==> src/rtl/pssram_pkg.sv <==
package pssram_pkg;
    localparam int LANES     = 4;
    localparam int DATA_BITS = 8;
    localparam int LANE_W    = DATA_BITS + 1;
    localparam int WORD_W    = LANES * LANE_W;
    localparam int PAR_BASE  = LANES * DATA_BITS;

    typedef logic [LANES-1:0]  lane_mask_t;
    typedef logic [WORD_W-1:0] word_t;
endpackage

==> src/rtl/pssram_wdec.sv <==
module pssram_wdec
    import pssram_pkg::*;
(
    input  logic       cs_en_n,
    input  logic       cs_hi,
    input  logic       cs_lo_n,
    input  logic       gwr_n,
    input  logic       bgate_n,
    input  lane_mask_t ben_n,
    output logic       sel,
    output lane_mask_t wmask
);
    always_comb begin
        sel   = !cs_en_n && cs_hi && !cs_lo_n;
        wmask = '0;
        if (sel) begin
            if (!gwr_n) begin
                wmask = '1;
            end else if (!bgate_n) begin
                for (int b = 0; b < LANES; b++) begin
                    wmask[b] = !ben_n[b];
                end
            end
        end
    end
endmodule

==> src/rtl/pssram_array.sv <==
module pssram_array
    import pssram_pkg::*;
#(
    parameter int DEPTH = 64,
    parameter int AW    = $clog2(DEPTH)
) (
    input  logic          clk,
    input  logic          wr_en,
    input  lane_mask_t    wmask,
    input  logic [AW-1:0] waddr,
    input  word_t         wdata,
    input  logic [AW-1:0] raddr,
    output word_t         rdata
);
    for (genvar b = 0; b < LANES; b++) begin : g_lane
        logic [LANE_W-1:0] lane_mem [DEPTH];
        logic [LANE_W-1:0] lane_wr;
        logic [LANE_W-1:0] lane_rd;

        assign lane_wr = {wdata[PAR_BASE+b], wdata[b*DATA_BITS +: DATA_BITS]};
        assign lane_rd = lane_mem[raddr];

        always_ff @(posedge clk) begin
            if (wr_en && wmask[b]) begin
                lane_mem[waddr] <= lane_wr;
            end
        end

        assign rdata[b*DATA_BITS +: DATA_BITS] = lane_rd[DATA_BITS-1:0];
        assign rdata[PAR_BASE+b]               = lane_rd[DATA_BITS];
    end
endmodule

==> src/rtl/pssram_core.sv <==
module pssram_core
    import pssram_pkg::*;
#(
    parameter int DEPTH = 64,
    parameter int AW    = $clog2(DEPTH)
) (
    input  logic                 clk,
    input  logic                 rst_n,
    input  logic                 sleep_i,
    input  logic                 cs_en_n_i,
    input  logic                 cs_hi_i,
    input  logic                 cs_lo_n_i,
    input  logic [AW-1:0]        addr_i,
    input  logic                 gwr_n_i,
    input  logic                 bgate_n_i,
    input  logic [LANES-1:0]     ben_n_i,
    input  logic [WORD_W-1:0]    wdata_i,
    input  logic                 oe_n_i,
    output logic [WORD_W-1:0]    rdata_o,
    output logic                 rdata_vld_o
);
    typedef struct packed {
        logic          sel;
        lane_mask_t    wmask;
        logic [AW-1:0] addr;
        word_t         wdata;
        logic          drv;
        word_t         dout;
    } state_t;

    state_t     st_d, st_q;
    logic       sel_now;
    lane_mask_t wmask_now;
    logic       mem_we;
    word_t      rd_word;
    lane_mask_t wmask_q;
    word_t      dout_q;

    pssram_wdec u_wdec (
        .cs_en_n (cs_en_n_i),
        .cs_hi   (cs_hi_i),
        .cs_lo_n (cs_lo_n_i),
        .gwr_n   (gwr_n_i),
        .bgate_n (bgate_n_i),
        .ben_n   (ben_n_i),
        .sel     (sel_now),
        .wmask   (wmask_now)
    );

    assign mem_we = !sleep_i && st_q.sel && (st_q.wmask != '0);

    pssram_array #(.DEPTH(DEPTH), .AW(AW)) u_array (
        .clk   (clk),
        .wr_en (mem_we),
        .wmask (st_q.wmask),
        .waddr (st_q.addr),
        .wdata (st_q.wdata),
        .raddr (st_q.addr),
        .rdata (rd_word)
    );

    always_comb begin
        st_d = st_q;
        if (!sleep_i) begin
            st_d.sel   = sel_now;
            st_d.wmask = wmask_now;
            st_d.addr  = addr_i;
            st_d.wdata = wdata_i;
            st_d.drv   = st_q.sel && (st_q.wmask == '0);
            st_d.dout  = rd_word;
        end
    end

    always_ff @(posedge clk or negedge rst_n) begin
        if (!rst_n) begin
            st_q <= '0;
        end else begin
            st_q <= st_d;
        end
    end

    assign rdata_vld_o = st_q.drv && !oe_n_i;
    assign rdata_o     = rdata_vld_o ? st_q.dout : '0;

    assign wmask_q = st_q.wmask;
    assign dout_q  = st_q.dout;
endmodule

==> config.mk <==
export PLATFORM = sky130hd
export DESIGN_NAME = pssram_core
export DESIGN_NICKNAME = d
export VERILOG_FILES = /design/src/rtl/pssram_pkg.sv /design/src/rtl/pssram_wdec.sv /design/src/rtl/pssram_array.sv /design/src/rtl/pssram_core.sv
export SDC_FILE = /design/constraint.sdc
export NUM_CORES = 2
export LEC_CHECK = 0
export BUFFER_PORTS_ARGS = -buffer_cell sky130_fd_sc_hd__buf_2
export CORE_ASPECT_RATIO = 0.7
export CORE_UTILIZATION = 57
export DETAILED_ROUTE_END_ITERATION = 7
export PLACE_DENSITY = 0.73
export SETUP_SLACK_MARGIN = 0.2
export SYNTH_ARGS = -nofsm -noshare
export SYNTH_HDL_FRONTEND = slang
export SYNTH_SLANG_ARGS = --single-unit
==> constraint.sdc <==
create_clock -name clk -period 2.65 [get_ports clk]
set_input_delay 0.1325 -clock clk [delete_from_list [all_inputs] [get_ports clk]]
set_output_delay 0.1325 -clock clk [all_outputs]
set_load 0.005 [all_outputs]
Word-level counts from Yosys, hierarchy flattened
Memory sizes are Yosys's and may differ from the RTL's. A register that Yosys moved wholly into a read port is not among the register bits.
Cells that the tools add are included.
{ "word_totals": {"reg_bits": 48, "mem_bits_rw": 2304, "in_bits": 55, "out_inout_bits": 37, "wordCells": 49, "memories": 4} }
{ "classes": {"n_mux": 12, "n_reduce_logical": 28} }
{ "mem_list": {"columns": ["memory", "words", "width", "read_ports", "rd_clocked_by_memory_dff", "wr", "line_no", "text"], "rows": [
  ["u_array.g_lane[0].lane_mem", 64, 9, 1, 1, 1, "pssram_array.sv:16", "logic [LANE_W-1:0] lane_mem [DEPTH];"],
  ["u_array.g_lane[1].lane_mem", 64, 9, 1, 1, 1, "pssram_array.sv:16", null],
  ["u_array.g_lane[2].lane_mem", 64, 9, 1, 1, 1, "pssram_array.sv:16", null],
  ["u_array.g_lane[3].lane_mem", 64, 9, 1, 1, 1, "pssram_array.sv:16", null]
]} }
{ "op_table": {"columns": ["cell", "count"], "rows": [
  ["$mux W36", 1],
  ["$logic_not A1 Y1", 16],
  ["$mux W4", 3],
  ["$logic_and A1 B1 Y1", 10],
  ["$mux W1", 8],
  ["$logic_not A4 Y1", 1],
  ["$reduce_bool A4 Y1", 1]
]} }

Longest topological paths before layout
{ "depth": {"ltp_word": 6, "depth_mapped": 12, "depth_no_buf": 6} }

Modules after synthesis
Synthesis repeated with hierarchy kept, for this count alone.
{ "hier_totals": {"hier_cells": 4260, "area_unflattened_um2": 91769.3} }
{ "modules_own_cells": {"columns": ["module", "instances", "cells_each", "area_each_um2", "seq_area_each_um2"], "rows": [
  ["pssram_array", 1, 4030, 88312.2, 69186.4],
  ["pssram_core", 1, 221, 3393.3, 2102.0],
  ["pssram_wdec", 1, 9, 63.8, 0.0]
]} }

Worst setup path after synthesis
OpenSTA, ideal clock, no wires.
{ "synth_timing": {"kind": "reg2reg", "from": "register st_q[75] in the netlist's numbering", "to": "memory u_array.g_lane[2].lane_mem[57][0] in the netlist's numbering (enable)", "setup_ps": 387, "arrival_ps": 2230, "required_ps": 2263, "path_slack_ps": 34, "path_stages_with_launch": 9, "path_buffers": 7, "synth_period_minus_slack_ps": 2616, "path_cell_list": "dfrtp_1 buf_6 buf_6 buf_4 buf_2 buf_4 buf_2 buf_2 nor3_1"} }
{ "synth_rtl": {"columns": ["element", "line_no", "text"], "rows": [
  ["start, declared", "pssram_core.sv:31", "state_t st_d, st_q;"],
  ["start signal, assigned", "pssram_core.sv:78", "st_q <= st_d;"],
  ["end, declared", "pssram_array.sv:16", null]
]} }
No word-level cell before the write port.

==> results.toml <==
[run_status]
status = "finished, violations left"
violations = "setup timing"

[place]
post-place-ws_ns = -0.245
io_buffers = 91
dp_hpwl_um = 190000
gp_congestion = 0.960
dpl.cell_count = 7881

[die]
die_y_um = 340
placementRows = 123
initial_core_util_pct = 57.7
die_x_um = 485
num_io_pins = 92
core_um2 = 162000
die-area_um2 = 165000

[yosys]
syn-cell-area_um2 = 93200
ys_types = 69
yosysSeqAreaShare_pct = 76.5
ys_ff_latch = 2388
synth.avg_cell_area_um2 = 18.1
syn_inst = 5154
postSynth.topFlopCell = "edfxtp_1"
yosysWarnings = 0
syn_nets = 5209
async_flop_share_pct = 3.52
synth_edf_count = 2304

[layout]
nets = 6273
layout-drive-gt1-share_pct = 36.0
final_common_cell = "edfxtp_1"
syn_to_final_growth_pct = 24.7
layoutNonFillerInstCount = 8522
final_cell_mix = "edfxtp_1, buf_4, nor2_1"

[timing]
max_freq_ghz = 0.359
tightest_slew_ns = 1.25
finClkSkew_ns = 0.0530
fin_ws_ns = -0.134
finalMaxSlewViolations = 0
finalSetupViolations = 36
hold_ws_ns = 0.0374
slew_headroom_pct = 16.4
finalCritPeriodShare_pct = 105
hold_viol = 0
rsz0062_at_grt = "true"
period_needed_ns = 2.78

[grt]
grt_max_degree = 66
antenna_found_initial = 11
grt_usage_pct = 36.6
grt_pass1_wl_um = 425000
grt_overflow = 0
grt_pass1_vias = 57200

[detailed_routing]
drt_iter0_drc = 11300
first_pass_iters = 7
wirelength_um = 313000
drc = 0
num_vias = 60400
antenna_left = 0
via_per_inst = 7.09
post_drt_wl_per_cell_um = 36.7

[clock_tree]
clock_path_buffers = 3
cts_tree = "built"
cts_made_buffers = 207
htreeDepth = 4
clock-sinks = 2388
cts_root_buf = "clkbuf_16"
path_clk_slew_ns = 0.08
clk_latency_ns = 0.89

[worst_setup_path]
critPathMaxFanout = 12
crit_arrival_ns = 3.54
critPathCaptureType = "register"
crit_required_ns = 3.40
startpoint_type = "register"
worstSetupPathType = "register to register"

[pwr]
vdd_ir_drop_max_uv = 661
seqPwrFrac_pct = 50.7
power.leakage_nw = 39.1
p_int_w = 0.0631
p_sw_w = 0.0214
switching_share_pct = 25.3
power_frac_clock_pct = 36.1
powerDensity_nw_per_um2 = 727
p_comb_share_pct = 13.2

[run]
max_cap_viol_count = 0

[hold_path]
min_path_type = "input port to register"
## registers in the layout (all words and copies together), names as in the netlist
signal	count
dout_q	36
u_array.g_lane.lane_mem	2304
st_q	44
wmask_q	4
## cells by family (layout without fill, tap and decap cells)
family,after synthesis,count (layout),share of synthesized area (%)
muxes,676,676,10.1
other,0,3,0
and+or+nand+nor,715,715,3.17
DFF,2388,2388,76.5
buffers and inverters,388,1628,2.25
AOI/OAI and AO/OA,987,987,8.06
## metrics by stage
step | util [%] | power [W] | setup TNS [ns] | area, um^2
after global routing | 71.9 | 0.0860 | -2.14 | 116000
after CTS | 70.3 | 0.0830 | -0.323 | 114000
after global placement | 64.2 | 0.0522 | -5.55 | 104000
final | 71.9 | 0.0845 | -1.64 | 116000
after detailed placement | 64.2 | 0.0524 | -12.03 | 104000
after floorplan | - | 0.0477 | 0 | 93400
## worst max-delay path, stage by stage, from the launching register on
cell,delay [ns]
dfrtp_4,0.52
buf_8,0.17
clkbuf_16,0.19
clkinv_8,0.15
buf_12,0.22
buf_6,0.23
mux2i_2,0.28
o22ai_1,0.12
or2_1,0.30
o32a_1,0.42
## synth_stat cells (all sizes together) (4+ instances only)
cell,instances,share of area (%)
a2111oi,5,0.067
a211oi,14,0.11
a21oi,126,0.68
a221o,56,0.60
a221oi,212,2.0
a222oi,12,0.13
a22o,38,0.36
a22oi,168,1.4
a2bb2oi,6,0.056
a31oi,6,0.040
a32oi,15,0.14
a41oi,7,0.066
and2,47,0.32
and3,4,0.027
buf,237,1.6
clkbuf,131,0.53
dfrtp,84,2.3
edfxtp,2304,74
inv,20,0.083
mux2,251,3.0
mux2i,241,2.6
mux4,184,4.4
nand2,213,0.86
nand2b,10,0.067
nand3,5,0.027
nor2,400,1.6
nor2b,8,0.054
nor3,13,0.081
o2111ai,4,0.038
o211ai,12,0.097
o21ai,76,0.41
o221ai,49,0.46
o22a,11,0.10
o22ai,100,0.67
o2bb2ai,51,0.48
o32a,9,0.097
## worst paths after layout
path                                 startpoint  slack (ns)  depth (start not counted)                                     endpoint
min in group asynchronous                 rst_n        0.51                          4                         st_q[56]$_DFFE_PN0N_
min                                 wdata_i[18]        0.04                          3                         st_q[55]$_DFFE_PN0N_
max in group asynchronous                 rst_n        1.76                          4                         st_q[51]$_DFFE_PN0N_
max                        st_q[74]$_DFFE_PN0N_       -0.13                          9                        dout_q[4]$_DFFE_PN0N_
min reg2reg                st_q[67]$_DFFE_PN0N_        0.49                          0  u_array.g_lane[3].lane_mem[46][6]$_DFFE_PP_
max reg2reg                st_q[74]$_DFFE_PN0N_       -0.13                          9                        dout_q[4]$_DFFE_PN0N_
## power by group through the flow
stage	registers, W	clock network [W]	logic [W]
after floorplan	0.0436	0	0.00417
after global placement	0.0436	0	0.00862
after detailed placement	0.0437	0	0.00879
after CTS	0.0428	0.0303	0.00983
after global routing	0.0428	0.0318	0.0113
final	0.0429	0.0305	0.0112
## metal layers
layer  routed length (um)  up-vias  GRT usage, %
met5                  280        -             0
met1               109000    30200          51.5
met2               132000     6007          51.7
met3                54400     1065          13.4
li1                     -    23100             -
met4                16800       24          15.5
## timing repair
action | CTS | global route
resized for setup | 245 | 363
gates cloned | 13 | 27
endpoints found under the hold margin | 154 | 0
pin swaps | 67 | 83
setup buffers | 76 | 52
endpoints found under the setup margin | 1169 | 1328
hold buffers | 86 | 0
## layout make-up
class / count / area (um^2)
Timing Repair Buffer: 1223 / 13300
Fill cell: 9140 / 45300
Multi-Input combinational cell: 2378 / 22200
Clock buffer: 273 / 5600
Tap cell: 2125 / 2660
Sequential cell: 2388 / 71300
Inverter: 20 / 116
Antenna cell: 3 / 7.51
Clock inverter: 112 / 1090
No activity file was read; power rests on OpenSTA's default activity.
